**src/rtl/rsc_pkg.sv**
```systemverilog
package rsc_pkg;

  localparam int unsigned FIELDS_PER_SLOT = 3;
  localparam int unsigned PAIR_ENC_W      = 8;

  // Strobes from control to datapath
  typedef struct packed {
    logic latchSig;   // store current comparator vector
    logic doCheck;    // compare current vector against stored one
  } rscStrobeT;

endpackage

```
**src/rtl/rsc_datapath.sv**
```systemverilog
module rsc_datapath
  import rsc_pkg::*;
#(
  parameter int unsigned NUM_CMP = 9
) (
  input  logic               clk,
  input  logic               rstN,
  input  rscStrobeT          strb,
  input  logic [NUM_CMP-1:0] cmpVec,
  output logic               chkPulse,
  output logic               errPulse,
  output logic               errSticky
);

  logic [NUM_CMP-1:0] sigQ;
  logic               sigDiff;

  always_ff @(posedge clk or negedge rstN) begin
    if (!rstN)             sigQ <= '0;
    else if (strb.latchSig) sigQ <= cmpVec;
  end

  assign sigDiff = |(cmpVec ^ sigQ);

  always_ff @(posedge clk or negedge rstN) begin
    if (!rstN) begin
      chkPulse  <= 1'b0;
      errPulse  <= 1'b0;
      errSticky <= 1'b0;
    end else begin
      chkPulse  <= strb.doCheck;
      errPulse  <= strb.doCheck & sigDiff;
      errSticky <= errSticky | (strb.doCheck & sigDiff);
    end
  end

  AST_CHECK_FOLLOWS_STROBE: assert property (@(posedge clk) disable iff (!rstN)
    strb.doCheck |=> chkPulse);
  AST_ERR_NEEDS_CHECK: assert property (@(posedge clk) disable iff (!rstN)
    errPulse |-> chkPulse);
  AST_STICKY_KEEPS: assert property (@(posedge clk) disable iff (!rstN)
    errSticky |=> errSticky);
  AST_STICKY_WITH_ERR: assert property (@(posedge clk) disable iff (!rstN)
    errPulse |-> errSticky);

endmodule

```
**config.mk**
```make
export PLATFORM = sky130hd
export DESIGN_NAME = rsc_datapath
export DESIGN_NICKNAME = d
export VERILOG_FILES = /design/src/rtl/rsc_pkg.sv /design/src/rtl/rsc_datapath.sv
export SDC_FILE = /design/constraint.sdc
export NUM_CORES = 1
export LEC_CHECK = 0
export CAP_MARGIN = 5
export CORE_MARGIN = 3
export CORE_UTILIZATION = 39
export DETAILED_ROUTE_END_ITERATION = 10
export PLACE_DENSITY_LB_ADDON = 0.15
export SLEW_MARGIN = 20
export SYNTH_ARGS = -nofsm -noshare
export SYNTH_HDL_FRONTEND = slang
export SYNTH_SLANG_ARGS = --single-unit
export TNS_END_PERCENT = 20
```
**constraint.sdc**
```tcl
create_clock -name clk -period 1 [get_ports clk]
set_input_delay 0.2 -clock clk [delete_from_list [all_inputs] [get_ports clk]]
set_output_delay 0.2 -clock clk [all_outputs]
set_load 0.01 [all_outputs]
```
# Word-level counts from Yosys, hierarchy flattened
# Index checks and enable logic that the tools add are counted.
# op_classes
n_addsub	0
multipliers	0
div_mod_pow	0
magnitude_cmp	0
eq_ne	0
shifts	0
muxes	0
bitwise	3
n_reduce_logical	1
# ops
op	count
9-bit OR reduction	1
9-bit XOR	1
1-bit bitwise AND	1
1-bit bitwise OR	1
# word_totals
register_bits	12
latchBits	0
ramBits	0
romBits	0
inputBits	13
output_inout_bits	3
word_cells	8
mem_count	0

# Depth between registers and ports, before layout
# depth
ltp_word	4
depth_mapped	3
depth_no_buf	3

# Least setup slack after synthesis
# No wires, ideal clock.
# synth_timing
path_kind	register to register
start	register sigQ[3]
end	register errSticky
setup_time_ns	0.135
arrival_ns	0.915
setup_slack_ns	-0.051
path_stages_with_launch	4
path_buffers	0
period_less_slack_ns	1.051
path_cell_list	dfrtp_1 xor2_1 nor4_2 a31oi_1
# synth_between
elab_chain_cells	4
# synth_lines
element	line	rtl
from (decl)	rsc_datapath.sv:15	logic [NUM_CMP-1:0] sigQ;
from (signal assigned)	rsc_datapath.sv:20	else if (strb.latchSig) sigQ <= cmpVec;
9-bit XOR	rsc_datapath.sv:23	assign sigDiff = |(cmpVec ^ sigQ);
9-bit OR reduction	rsc_datapath.sv:23	
1-bit bitwise AND	rsc_datapath.sv:33	errSticky <= errSticky | (strb.doCheck & sigDiff);
1-bit bitwise OR	rsc_datapath.sv:33	
to (signal assigned)	rsc_datapath.sv:33	
to (decl)	rsc_datapath.sv:12	output logic errSticky
# No other way between the ends.
# A chain may end at the register's enable or synchronous reset.

# Worst setup path in the final report
# layout_timing
start	input cmpVec[4]
end	register errPulse
# layout_between
elab_chain_cells	3
# layout_lines
element	line	rtl
from (decl)	rsc_datapath.sv:9	input logic [NUM_CMP-1:0] cmpVec,
9-bit XOR	rsc_datapath.sv:23	
9-bit OR reduction	rsc_datapath.sv:23	
1-bit bitwise AND	rsc_datapath.sv:32	errPulse <= strb.doCheck & sigDiff;
to (signal assigned)	rsc_datapath.sv:32	
to (decl)	rsc_datapath.sv:11	output logic errPulse,
# No other way between the ends.

==> key figures <==
Drt
  • DRC: 0
  • Vias: 364
  • DR iter-0 viols: 6
  • Routed len/inst: 13.6 µm
  • Antenna Nets Post-Route: 0
  • Post-Route WL: 1.04 mm
  • DR pass1 iterations: 3
  • Via/cell ratio: 4.79

Place
  • RePlAce Congestion: 0.718
  • DP Worst Slack: -0.393 ns
  • # placed instances: 71
  • Buffers on Ports: 15
  • DPL Wire Length: 822 µm

Run status
  • Failing checks: negative setup slack
  • Status: complete, but fails checks

Critical path
  • Worst-path maximum fanout: 2
  • Critical path class: in2reg
  • CP max stage delay: roughly 0.43 ns
  • Worst-path cell chain: clkdlybuf4s50_1 > xor2_1 > nor4_2 > a31oi_1
  • Slowest CP cell: clkdlybuf4s50_1
  • Crit path DAT: 1.24 ns
  • Cell family with most CP delay: buffers and inverters
  • Crit. End Element: flop
  • WP data required: 1.13 ns
  • Worst path bufs/invs: 1
  • Startpoint types: input port
  • R2R Setup Slk: -0.10 ns

Final layout
  • ANT cells: 0
  • Final net count: between 70 and 80
  • Fill count: 87
  • Area grow syn2layout: 41.6%
  • Multi-input logic area: 223 µm²
  • FF+latch area: between 300 and 400 µm²
  • Post-Layout Cell Count: 76
  • Layout cells sized above 1: 0.355

Power and ir drop
  • PD cells: 1480 nW/µm²
  • Leakage: 0.000327 µW
  • VDD IR max: 0.000820 V

Global route
  • All-Layer GR Usage: 0.131
  • First-pass GRT wire length: between 1.5 and 2 mm
  • GRT overflow: 0
  • Largest net degree at the start of global routing: 13
  • Initial antenna violation count: 0
  • Vias in the first global route: 402

Logic synthesis
  • Synthesized area: 532 µm²
  • Synth cell count leaders: 12 x dfrtp_1, 9 x mux2_2, 9 x xor2_1
  • Synthesized net count: 52
  • Synth top area cells: dfrtp_1 56%, mux2_2 19%, xor2_1 15%, a31oi_1 2.4%, nor4_2 2.4%
  • Synth Register Bits: 12
  • Area share of the largest cell type after synthesis: 0.565
  • Synth cell types: 9
  • Synth Warn #: 0
  • Post-synth EDFFs: 0
  • Largest area contributor in the netlist: dfrtp_1
  • Ys async rst share: 1.00
  • Seq/Total Area, Yosys: 0.565
  • Most common cell in the synthesized netlist: dfrtp_1
  • Predominant post-synthesis flop cell: dfrtp_1
  • Average cell area after synthesis: 13.6 µm²
  • Cells after Synth: 39

Timing
  • Final setup violation count: 11
  • RSZ-0062 raised after global routing: true
  • Hold Violations, Final: 0
  • Post-layout min period: around 1.1 ns
  • Fin Setup TNS: -0.370 ns
  • Tcrit/Tclk final: 1.10
  • Max_slew headroom: 0.835
  • Max Fclk: approximately 0.9 GHz
  • Worst slew pin tran: 0.246 ns
  • Fin. max-slew vios: 0
  • Final setup margin: -0.101 ns
  • Hold slack: about 0.23 ns
  • Clock Skews: a little over 0.004 ns

Floorplanning
  • Row Count: 12
  • Die area: 1840 µm²
  • Ports: 16
  • Die height: 42.9 µm
  • Core ar.: 1190 µm²
  • Initial Util: 0.448
  • Die extent in x: around 43 µm

Clock network
  • Total CTS buffers: 3
  • Later-pin clock latency in the skew report: 0.27 ns
  • CTS H-Tree Depth: 1
  • CTS Sinks: 12
  • Clock root cell: clkbuf_4
  • Clock Pin Slew Worst Setup and Hold Paths: 0.07 ns
  • CTS tree: yes
  • Clock buffer depth: 2

Min path
  • Hold Path Class: in2async

Job
  • Max-cap viol count: 0
-- sequential cells by signal (all words and copies together), names as in the netlist --
signal,flops
chkPulse,1
errPulse,1
errSticky,1
sigQ,9
-- final cells by class --
cell class,count,share of cell area
Inverter,1,0.00498
Multi-Input combinational cell,25,0.296
Tap cell,14,0.0233
Sequential cell,12,0.399
Timing Repair Buffer,20,0.229
Clock buffer,4,0.0482
-- path summary, 6_finish.rpt --
path	cells past startpoint	from	endpoint
worst max-delay path	4	cmpVec[4]	errPulse
worst min-delay path	2	rstN	sigQ[6]
worst max register to register	3	sigQ[4]	errPulse
worst min register to register	1	sigQ[1]	sigQ[1]
max in group asynchronous	2	rstN	sigQ[7]
min in group clk	1	strb[0]	chkPulse
-- metal layers --
metal,GRT usage,vias to the layer above,routed length [µm]
met2,0.228,12,530
met1,0.139,171,412
met4,0.0559,0,0
li1,-,181,-
met5,0,-,0
met3,0.0466,0,91
-- cells in the final DEF (no fill, tap or decap), drive strengths merged --
| cell | Yosys | final |
|---|---|---|
| dfrtp | 12 | 12 |
| clkdlybuf4s50 | 0 | 12 |
| xor2 | 9 | 9 |
| mux2 | 9 | 9 |
| buf | 1 | 8 |
| clkbuf | 0 | 4 |
| nor2 | 2 | 2 |
| nor3 | 2 | 2 |
| a31oi | 2 | 2 |
| nor4 | 1 | 1 |
| inv | 1 | 1 |
-- per-stage QoR --
step,total power (µW),instance area (µm²),utilization
after CTS,1140,753,0.635
after global placement,742,724,0.611
after global routing,1180,753,0.635
after floorplan,653,532,-
after detailed placement,753,724,0.611
final,1120,753,0.635
-- where the power goes --
part | total (µW) | switching (µW) | internal [µW]
Combinational | 193 | 75.8 | 117
Sequential | 551 | 24.9 | 526
Clock | 372 | 151 | 221
Total | 1120 | 252 | 864
-- cell families (layout without fill, tap and decap cells) --
logic type	count (synthesis)	after routing	share of synthesized area
flip-flops	12	12	0.565
AO/OA/AOI/OAI	2	2	0.0235
AND/OR/NAND/NOR	5	5	0.0565
multiplexers	9	9	0.191
buffers and inverters	2	25	0.0165
XOR/XNOR	9	9	0.148
-- timing repair --
action,CTS,global route
pin swaps,3,1
buffers inserted,1,0
hold buffers,0,0
resized for setup,12,0
endpoints found under the setup margin,14,13
(Power assumes the default switching activity.)
